`src/rtl/sbus_pkg.sv`:
```
package sbus_pkg;
  localparam int BYTE_W = 8;
  localparam int STAT_W = 6;
  localparam int SYNC_W = 16;
  localparam logic [7:0] RESET_CODE = 8'h01;
  localparam logic [3:0] CMD_PREFIX = 4'h4;

  localparam int ST_RXRDY  = 0;
  localparam int ST_CKOK   = 1;
  localparam int ST_TXRDY  = 2;
  localparam int ST_TXIDLE = 3;
  localparam int ST_SYNC   = 4;
  localparam int ST_NSYNC  = 5;

  localparam int CT_MODE   = 0;
  localparam int CT_IEN    = 3;
  localparam int CT_PRIME  = 4;
  localparam int CT_NPRIME = 5;
  localparam int CT_PSAVE  = 2;

  typedef enum logic [2:0] {
    PH_CMD, PH_CTRL, PH_TX, PH_SYNC_HI, PH_SYNC_LO, PH_REP_ST, PH_REP_RX, PH_SKIP
  } phase_e;
endpackage

```
`src/rtl/sbus_sync.sv`:
```
module sbus_sync #(
  parameter int W = 3,
  parameter int STAGES = 2,
  parameter logic [W-1:0] RST_VAL = '0
) (
  input  logic         clk,
  input  logic         rst_n,
  input  logic [W-1:0] d,
  output logic [W-1:0] q
);
  logic [W-1:0] stage_q [STAGES];

  for (genvar g = 0; g < STAGES; g++) begin : g_stage
    if (g == 0) begin : g_first
      always_ff @(posedge clk or negedge rst_n)
        if (!rst_n) stage_q[g] <= RST_VAL;
        else        stage_q[g] <= d;
    end else begin : g_next
      always_ff @(posedge clk or negedge rst_n)
        if (!rst_n) stage_q[g] <= RST_VAL;
        else        stage_q[g] <= stage_q[g-1];
    end
  end

  assign q = stage_q[STAGES-1];
endmodule

```
`src/rtl/sbus_shift.sv`:
```
module sbus_shift
  import sbus_pkg::*;
(
  input  logic              clk,
  input  logic              rst_n,
  input  logic              sclk_s,
  input  logic              cs_s,
  input  logic              din_s,
  input  logic              load,
  input  logic [BYTE_W-1:0] load_byte,
  output logic              byte_done,
  output logic [BYTE_W-1:0] byte_val,
  output logic              reply_bit,
  output logic              reply_oe
);
  localparam int CW = $clog2(BYTE_W);
  localparam logic [CW-1:0] LAST = CW'(BYTE_W - 1);

  logic              sclk_d;
  logic              rise;
  logic [CW-1:0]     cnt;
  logic [BYTE_W-1:0] sh_in;
  logic [BYTE_W-1:0] sh_out;

  assign rise = sclk_s & ~sclk_d & ~cs_s;

  always_ff @(posedge clk or negedge rst_n) begin
    if (!rst_n) begin
      sclk_d <= 1'b0; cnt <= '0; sh_in <= '0; sh_out <= '0;
      reply_oe <= 1'b0; byte_done <= 1'b0; byte_val <= '0;
    end else begin
      sclk_d    <= sclk_s;
      byte_done <= 1'b0;
      if (cs_s) begin
        cnt      <= '0;
        reply_oe <= 1'b0;
      end else begin
        if (rise) begin
          sh_in <= {sh_in[BYTE_W-2:0], din_s};
          cnt   <= cnt + CW'(1);
          if (cnt == LAST) begin
            byte_done <= 1'b1;
            byte_val  <= {sh_in[BYTE_W-2:0], din_s};
          end
          if (reply_oe) begin
            sh_out <= {sh_out[BYTE_W-2:0], 1'b0};
            if (cnt == LAST) reply_oe <= 1'b0;
          end
        end
        if (load) begin
          sh_out   <= load_byte;
          reply_oe <= 1'b1;
        end
      end
    end
  end

  assign reply_bit = sh_out[BYTE_W-1];

  AST_OE_OFF_DESELECT: assert property (@(posedge clk) disable iff (!rst_n)
    cs_s |=> !reply_oe);
  AST_BYTE_DONE_PULSE: assert property (@(posedge clk) disable iff (!rst_n)
    byte_done |=> !byte_done);
endmodule

```
`src/rtl/sbus_regs.sv`:
```
module sbus_regs
  import sbus_pkg::*;
(
  input  logic              clk,
  input  logic              rst_n,
  input  logic              cs_s,
  input  logic              byte_done,
  input  logic [BYTE_W-1:0] byte_val,
  input  logic              addr_sel,
  input  logic [STAT_W-1:0] status_set,
  input  logic [BYTE_W-1:0] rx_data,
  input  logic              tx_ready,
  output logic              load,
  output logic [BYTE_W-1:0] load_byte,
  output logic [BYTE_W-1:0] ctrl,
  output logic              irq_pend,
  output logic              tx_valid,
  output logic [BYTE_W-1:0] tx_data,
  output logic              rx_rd,
  output logic              sync_wr,
  output logic [SYNC_W-1:0] sync_word
);
  localparam logic [STAT_W-1:0] CLR_SYNC = STAT_W'((1 << ST_SYNC) | (1 << ST_NSYNC));
  localparam logic [STAT_W-1:0] CLR_RX   = STAT_W'((1 << ST_RXRDY) | (1 << ST_CKOK));
  localparam logic [STAT_W-1:0] CLR_TX   = STAT_W'((1 << ST_TXRDY) | (1 << ST_TXIDLE));
  localparam int PAD = BYTE_W - STAT_W;

  phase_e            ph;
  logic [STAT_W-1:0] status;
  logic [BYTE_W-1:0] sync_hi;
  logic              hit, in_cmd, reset_hit, wr_ctrl, wr_tx, wr_sync;
  logic              rd_stat_done, rd_rx_done, mode_flip;
  logic [STAT_W-1:0] stat_clr, status_d;
  logic [BYTE_W-1:0] ctrl_d;

  assign in_cmd       = byte_done && (ph == PH_CMD);
  assign hit          = byte_val[7:3] == {CMD_PREFIX, addr_sel};
  assign reset_hit    = in_cmd && (byte_val == RESET_CODE);
  assign wr_ctrl      = byte_done && (ph == PH_CTRL);
  assign wr_tx        = byte_done && (ph == PH_TX);
  assign wr_sync      = byte_done && (ph == PH_SYNC_LO);
  assign rd_stat_done = byte_done && (ph == PH_REP_ST);
  assign rd_rx_done   = byte_done && (ph == PH_REP_RX);
  assign mode_flip    = wr_ctrl && (byte_val[CT_MODE] != ctrl[CT_MODE]);

  always_comb begin
    stat_clr = '0;
    if (rd_stat_done) stat_clr |= CLR_SYNC;
    if (rd_rx_done)   stat_clr |= CLR_RX;
    if (wr_tx)        stat_clr |= CLR_TX;
    if (mode_flip)    stat_clr |= byte_val[CT_MODE] ? (CLR_SYNC | CLR_RX) : CLR_TX;
    status_d = (status & ~stat_clr) | status_set;
    ctrl_d = ctrl;
    if (reset_hit) ctrl_d = '0;
    if (wr_ctrl)   ctrl_d = {{PAD{1'b0}}, byte_val[STAT_W-1:0]};
    if (status_set[ST_SYNC])  ctrl_d[CT_PRIME]  = 1'b0;
    if (status_set[ST_NSYNC]) ctrl_d[CT_NPRIME] = 1'b0;
  end

  always_ff @(posedge clk or negedge rst_n) begin
    if (!rst_n) begin
      ph <= PH_CMD; status <= '0; ctrl <= '0; irq_pend <= 1'b0;
      load <= 1'b0; load_byte <= '0; sync_hi <= '0; sync_word <= '0;
      sync_wr <= 1'b0; rx_rd <= 1'b0; tx_valid <= 1'b0; tx_data <= '0;
    end else begin
      status   <= status_d;
      ctrl     <= ctrl_d;
      irq_pend <= (|status_set) | (irq_pend & ~(rd_stat_done | mode_flip));
      load     <= 1'b0;
      sync_wr  <= wr_sync;
      rx_rd    <= rd_rx_done;
      if (wr_sync) sync_word <= {sync_hi, byte_val};
      if (wr_tx) begin
        tx_valid <= 1'b1;
        tx_data  <= byte_val;
      end else if (tx_ready) begin
        tx_valid <= 1'b0;
      end
      if (cs_s) begin
        ph <= PH_CMD;
      end else if (byte_done) begin
        case (ph)
          PH_CMD: begin
            if (byte_val == RESET_CODE) ph <= PH_CMD;
            else if (!hit) ph <= PH_SKIP;
            else begin
              case (byte_val[2:0])
                3'd0: ph <= PH_CTRL;
                3'd1: begin ph <= PH_REP_ST; load <= 1'b1; load_byte <= {{PAD{1'b0}}, status}; end
                3'd2: begin ph <= PH_REP_RX; load <= 1'b1; load_byte <= rx_data; end
                3'd3: ph <= PH_TX;
                3'd4: ph <= PH_SYNC_HI;
                default: ph <= PH_SKIP;
              endcase
            end
          end
          PH_SYNC_HI: begin sync_hi <= byte_val; ph <= PH_SYNC_LO; end
          PH_SKIP:    ph <= PH_SKIP;
          default:    ph <= PH_CMD;
        endcase
      end
    end
  end

  AST_SYNC_WR_PULSE: assert property (@(posedge clk) disable iff (!rst_n)
    sync_wr |=> !sync_wr);
  AST_TX_HOLD: assert property (@(posedge clk) disable iff (!rst_n)
    tx_valid && !tx_ready |=> tx_valid);
  AST_STAT_READ_RELEASE: assert property (@(posedge clk) disable iff (!rst_n)
    rd_stat_done && (status_set == '0) |=> !irq_pend);
  AST_PRIME_CLEAR: assert property (@(posedge clk) disable iff (!rst_n)
    status_set[ST_SYNC] |=> !ctrl[CT_PRIME]);
  AST_RESET_KEEPS_STATUS: assert property (@(posedge clk) disable iff (!rst_n)
    reset_hit && (status_set == '0) |=> status == $past(status));
  AST_CTRL_TOP_ZERO: assert property (@(posedge clk) disable iff (!rst_n)
    wr_ctrl |=> ctrl[BYTE_W-1:STAT_W] == '0);
endmodule

```
`src/rtl/sbus_ctrl.sv`:
```
module sbus_ctrl
  import sbus_pkg::*;
(
  input  logic              clk,
  input  logic              rst_n,
  input  logic              sclk,
  input  logic              cs_n,
  input  logic              cmd_din,
  input  logic              addr_sel,
  input  logic              wake,
  output logic              reply_dout,
  output logic              reply_oe,
  output logic              irq_n,
  output logic              powersave,
  output logic [BYTE_W-1:0] ctrl_word,
  input  logic [STAT_W-1:0] status_set,
  output logic              tx_valid,
  input  logic              tx_ready,
  output logic [BYTE_W-1:0] tx_data,
  input  logic [BYTE_W-1:0] rx_data,
  output logic              rx_rd,
  output logic              sync_wr,
  output logic [SYNC_W-1:0] sync_word
);
  logic [2:0]        s_vec;
  logic              byte_done, load, reply_bit, irq_pend;
  logic [BYTE_W-1:0] byte_val, load_byte;

  sbus_sync #(.W(3), .STAGES(2), .RST_VAL(3'b100)) u_sync (
    .clk(clk), .rst_n(rst_n), .d({cs_n, sclk, cmd_din}), .q(s_vec));

  sbus_shift u_shift (
    .clk(clk), .rst_n(rst_n), .sclk_s(s_vec[1]), .cs_s(s_vec[2]), .din_s(s_vec[0]),
    .load(load), .load_byte(load_byte), .byte_done(byte_done), .byte_val(byte_val),
    .reply_bit(reply_bit), .reply_oe(reply_oe));

  sbus_regs u_regs (
    .clk(clk), .rst_n(rst_n), .cs_s(s_vec[2]), .byte_done(byte_done),
    .byte_val(byte_val), .addr_sel(addr_sel), .status_set(status_set),
    .rx_data(rx_data), .tx_ready(tx_ready), .load(load), .load_byte(load_byte),
    .ctrl(ctrl_word), .irq_pend(irq_pend), .tx_valid(tx_valid), .tx_data(tx_data),
    .rx_rd(rx_rd), .sync_wr(sync_wr), .sync_word(sync_word));

  assign reply_dout = reply_bit & reply_oe;
  assign irq_n      = ~(irq_pend & ctrl_word[CT_IEN]);
  assign powersave  = wake & ctrl_word[CT_PSAVE];
endmodule

```
`config.mk`:
```
export PLATFORM = sky130hd
export DESIGN_NAME = sbus_ctrl
export DESIGN_NICKNAME = d
export VERILOG_FILES = /design/src/rtl/sbus_pkg.sv /design/src/rtl/sbus_sync.sv /design/src/rtl/sbus_shift.sv /design/src/rtl/sbus_regs.sv /design/src/rtl/sbus_ctrl.sv
export SDC_FILE = /design/constraint.sdc
export NUM_CORES = 1
export LEC_CHECK = 0
export BUFFER_PORTS_ARGS = -buffer_cell sky130_fd_sc_hd__clkbuf_2
export CAP_MARGIN = 30
export CORE_MARGIN = 5
export CORE_UTILIZATION = 44
export DETAILED_ROUTE_END_ITERATION = 12
export GPL_TIMING_DRIVEN = 0
export PLACE_DENSITY_LB_ADDON = 0.15
export SLEW_MARGIN = 20
export SYNTH_ARGS = -nofsm -noshare
export SYNTH_HDL_FRONTEND = slang
export SYNTH_HIERARCHICAL = 1
export SYNTH_SLANG_ARGS = --single-unit
```
`constraint.sdc`:
```
create_clock -name clk -period 4.6 [get_ports clk]
set_input_delay 0.92 -clock clk [delete_from_list [all_inputs] [get_ports clk]]
set_output_delay 0.92 -clock clk [all_outputs]
set_load 0.05 [all_outputs]
```
# Yosys cells after proc, flatten, opt, wreduce, memory -nomap -nowiden

Index checks and enable logic that the tools add are counted.

Add/sub/neg operators: 1
Equal/unequal tests: 15
Mux-type cells: 37
Bitwise logic cells: 17
Reductions and logical operators: 27

Operators with widths:

| kind                                                            | number |
|---|---|
| 8-bit two-way mux                                               | 5 |
| 3-bit == test, second input constant                            | 6 |
| 1-bit two-way mux                                               | 18 |
| 3-bit two-way mux                                               | 6 |
| 6-bit two-way mux                                               | 3 |
| 8-bit case mux with 2 select lines                              | 1 |
| 3-bit case mux with 5 select lines                              | 1 |
| 2-bit nonzero test                                              | 7 |
| 3-bit by 2-bit == test with 1-bit output, second input constant | 4 |
| 6-bit OR                                                        | 2 |
| 3-bit case mux with 3 select lines                              | 1 |
| 3-bit AND reduction                                             | 3 |
| 3-bit nonzero test                                              | 3 |
| 8-bit by 1-bit == test with 1-bit output, second input constant | 1 |
| 1-bit logical AND                                               | 8 |
| 1-bit AND                                                       | 6 |
| 6-bit AND                                                       | 1 |
| 3-bit by 1-bit == test with 1-bit output, second input constant | 2 |
| 3-bit zero test                                                 | 2 |
| 6-bit NOT                                                       | 1 |
| 6-bit AND reduction                                             | 1 |
| 6-bit OR reduction                                              | 1 |
| 5-bit by 4-bit == test with 1-bit output                        | 1 |
| 1-bit NOT                                                       | 5 |
| 7 further kinds                                                 | 8 |

Flip-flop bits (word level): 97
Input port bits: 22
Output and inout port bits: 39
Word-level logic and storage cells: 120

# Longest topological paths before layout

Word-level depth: 10
Mapped depth: 6
Mapped depth without buffers: 5

# Modules after synthesis

The synthesis kept the hierarchy.

By module, submodules not included:

| module     | times used | cells each | area an instance (sq um) | seq. area each (sq um) |
|---|---|---|---|---|
| sbus_regs  | 1          | 191        | 2565.0                   | 1501.4 |
| sbus_shift | 1          | 81         | 1231.2                   | 725.7 |
| sbus_sync  | 1          | 9          | 175.2                    | 152.6 |
| sbus_ctrl  | 1          | 3          | 16.3                     | 0.0 |

# Worst setup path after synthesis

Ideal clock, no wire load.

Kind: in2out
Start point: in wake
End point: out powersave
Arrival time: 1332 ps
Required time: 3680 ps
Path slack: 2348 ps
Cell stages on the path: 1
Path buffers: 0
Cell sequence: and2_1

Word-level cells in the longest chain between the ends: 1

RTL lines:

| what               | RTL line        | source |
|---|---|---|
| start: declaration | sbus_ctrl.sv:10 | `input logic wake,` |
| 1-bit AND          | sbus_ctrl.sv:46 | `assign powersave = wake & ctrl_word[CT_PSAVE];` |
| end: declaration   | sbus_ctrl.sv:14 | `output logic powersave,` |

Every way passes these cells.

# Final worst setup path

Ends and elaborated chain as after synthesis.

==> summary.md <==
| Metric | Value |
|---|---|
| Layout cell share with drive strength beyond 1 | 0.4889 |
| Layout area overhead | 17.23% |
| Hpwl dp | 5287 µm |
| Actual slew at the worst max-slew pin | 0.7457 ns |
| Number of global-route vias before repair | 2467 |
| Overall routed net length | 7552 µm |
| GR peak layer | met2 |
| Final layout net count | 379 |
| Pwr/cell area | 333.2 mW/mm² |
| Longest Clk Path Bufs | 2 |
| Final core area utilization | 0.5334 |
| Routed via count divided by cell count | 5.096 |
| Remaining antenna violation count after routing | 0 |
| Dpl cell area | 0.004453 mm² |
| Achievable frequency | 437.8 MHz |
| Pin count of the biggest net entering global routing | 63 |
| Antenna violations before repair | 0 |
| Worst path most repeated cell | clkbuf_2 |
| Horizontal extent of the die | 105.2 µm |
| Maximum fanout along the worst path | 1 |
| CTS resizes | 0 |
| Weighted congestion reported at the end of routability-driven placement | 0.8114 |
| Kind of capture point of the worst setup path | primary output |
| Post-CTS setup buffer count | 0 |
| Post-Route Skew | 0.01218 ns |
| Effective utilization at floorplan | 0.4550 |
| Sum Neg Setup Slack | 0 ns |
| Clock tree from TritonCTS | done |
| Placeable Area | 0.008763 mm² |
| Met1 capacity usage during global routing | 0.2112 |
| Fraction of power spent switching nets | 0.2231 |
| Async S/R FF share, synth | 1.000 |
| Main flop type after synthesis | dfrtp_1 |
| Headroom to the max-slew limit | 0.5010 |
| CP cell instances | clkbuf_2 -> and2_1 -> clkbuf_2 |
| Worst path slowest cell | clkbuf_2 |
| Number of max-cap violations | 0 |
| Clock transition time at the flip-flop clock pins of the worst setup and hold paths | 0.09 ns |
| Share of total power in the clock network | 0.388 |
| Number of inserted diodes | 0 |
| Cell Int Power | 1.210 mW |
| Number of enable flip-flop cells after synthesis | 0 |
| Start-to-end type of the worst setup path | in -> out |
| Leak pwr | 2.300 nW |
| First drt pass iteration count | 4 |
| Number of setup violations in the final report | 0 |
| Synth Area per Inst | 14.04 µm² |
| Met2 demand-to-capacity share in global routing | 0.2145 |
| Path class of the lowest-slack min-delay path | reg -> reg |
| H-tree depth | 3 |
| Flops & latches, synth | 95 |
| Aggregate global routing overflow | 0 |
| Syn Std Cell Area | 0.003988 mm² |
| Total number of vias | 2385 |
| Hold-fix buffer count after cts | 0 |
| Global-route wire length before repair | 12880 µm |
| Worst slack at placement | 2.049 ns |
| Die Area | 0.01107 mm² |
| Post-route cell area | 0.004674 mm² |
| Slew Limit Fails | 0 |
| Sequential group share of total power | 0.566 |
| Crit path time final | 2.284 ns |
| Part of the Yosys area used for sequential elements | 0.5968 |
| Maximum ir drop on the vdd rail | 0.1631 mV |
| Global-route met3 utilization | 0.03206 |
| Critical Path Max Stage Delay | 0.27 ns |
| Run status | completed |
| Required arrival time at the worst endpoint | 3.68 ns |
| Yosys warnings | 6 |
| I/O pin count | 61 |
| Clock root buffer | clkbuf_8 |
| Total Routing Usage GR | 0.1466 |
| Switching power total | 347.6 µW |
| Final worst slack | 2.316 ns |
| Worst skew pair latency | 0.36 ns |
| Hold violation total from the final report | 0 |
| Combinational fraction of design power | 0.046 |
| Routed wire length per instance | 16.14 µm |
| Startpoint kind of the worst setup timing path | input pin |
| Port Buffer Count | 58 |
| Mapped Cells | 284 |
| Cell Rows | 34 |
| WP data arrival | 1.36 ns |
| Number of library cell types mapped by synthesis | 49 |
| Number of clock buffers inserted by TritonCTS | 9 |
| Vertical extent of the die | 105.2 µm |
| Number of clock sinks | 95 |
| Worst hold slack after final layout | 0.3566 ns |
| Drt first-iter violations | 66 |
| DRC violation count after routing | 0 |
| Unrepaired setup endpoints after global routing | false |
| Post-route fraction of the period consumed by the critical path | 0.4966 |
state kept, by name, summed over array words and instances, names as in the netlist:
signal and cells:
u_regs/tx_data 8, u_regs/sync_hi 8, u_regs/ctrl 6, u_regs/status 6, u_regs/sync_wr 1, u_regs/load_byte 8, u_regs/irq_pend 1, u_shift/sclk_d 1
u_regs/load 1, u_sync/stage_q 3, u_sync/q 3, u_shift/byte_val 8, u_shift/sh_out 8, u_regs/tx_valid 1, u_shift/sh_in 7, u_regs/ph 3
u_shift/reply_oe 1, u_regs/rx_rd 1, u_shift/byte_done 1, u_shift/cnt 3, u_regs/sync_word 16
cell type report:
class | count | area (µm²)
inverter | 8 | 30.03
clock inverter | 6 | 93.84
multi-input combinational | 168 | 1484
fill | 770 | 4089
buffer | 14 | 97.59
timing repair buffer | 59 | 326.6
sequential | 95 | 2380
tap | 108 | 135.1
clock buffer | 10 | 127.6
layer usage:
layer  vias to the layer above  wire [µm]
li1                       1138          -
met1                      1190       3669
met2                        47       3399
met3                        10        347
met4                         0        136
met5                         -          0
per-stage QoR:
stage               total power [mW]  cells
floorplan                     0.9322    285
global placement              0.9651    451
detailed placement            0.9727    452
CTS                            1.582    468
global route                   1.623    468
finish                         1.558    468
placed cells by master, fill, tap and decap left out, types with 3 or more instances in the layout:
master,instances
clkbuf_1,3
nand2b_1,3
dfrtp_1,93
clkbuf_8,10
a21o_1,3
nor2_1,8
mux2_2,72
nand3_1,3
a22o_1,5
clkbuf_2,58
nand2_1,19
inv_1,8
o21ai_0,5
a31o_2,3
buf_4,7
a21oi_1,4
critical path, delay by kind of cell:
family / cells / cell delay (ns)
buffers and inverters: 2 / 0.34
and+or+nand+nor: 1 / 0.11
kinds of logic after synthesis:
logic type | share of synthesized area
AO/OA/AOI/OAI | 0.05711
adder cells (fa/ha/maj) | 0.006274
other | 0.0009404
AND/OR/NAND/NOR | 0.09194
multiplexers | 0.2083
flip-flops | 0.5968
buffers and inverters | 0.03200
XOR/XNOR | 0.006590
power by group through the flow:
stage               sequential (mW)  combinational (mW)  clock (mW)
floorplan                     0.892              0.0398           0
global placement              0.897              0.0685           0
detailed placement            0.898              0.0744           0
CTS                           0.882              0.0744       0.626
global route                  0.886              0.0812       0.656
finish                        0.881              0.0720       0.605
worst paths after layout:
| check | from | endpoint | slack [ns] | cells after the start |
|---|---|---|---|---|
| worst min register to register | u_sync/stage_q[4] | u_sync/q[1] | 0.36 | 0 |
| max in group asynchronous | rst_n | u_sync/stage_q[5] | 3.53 | 2 |
| min in group asynchronous | rst_n | u_regs/tx_data[3] | 0.45 | 1 |
| worst max register to register | u_shift/byte_val[4] | u_regs/load_byte[4] | 2.41 | 4 |
| worst min-delay path | u_sync/stage_q[4] | u_sync/q[1] | 0.36 | 0 |
| worst max-delay path | wake | powersave | 2.32 | 3 |
cell usage after synthesis (all sizes together) (3+ instances only):
| cell | count | share of area |
|---|---|---|
| dfrtp | 93 | 0.58 |
| nor4 | 3 | 0.010 |
| nand2 | 19 | 0.018 |
| a22o | 5 | 0.011 |
| a31o | 3 | 0.0066 |
| nor3 | 3 | 0.0050 |
| o21ai | 5 | 0.0063 |
| a21o | 3 | 0.0056 |
| buf | 11 | 0.021 |
| mux2 | 72 | 0.20 |
| nand2b | 4 | 0.0082 |
| inv | 8 | 0.0075 |
| clkbuf | 3 | 0.0031 |
| nand3 | 3 | 0.0038 |
| nor2 | 11 | 0.013 |
| a21oi | 4 | 0.0050 |
(Power assumes the default switching activity.)
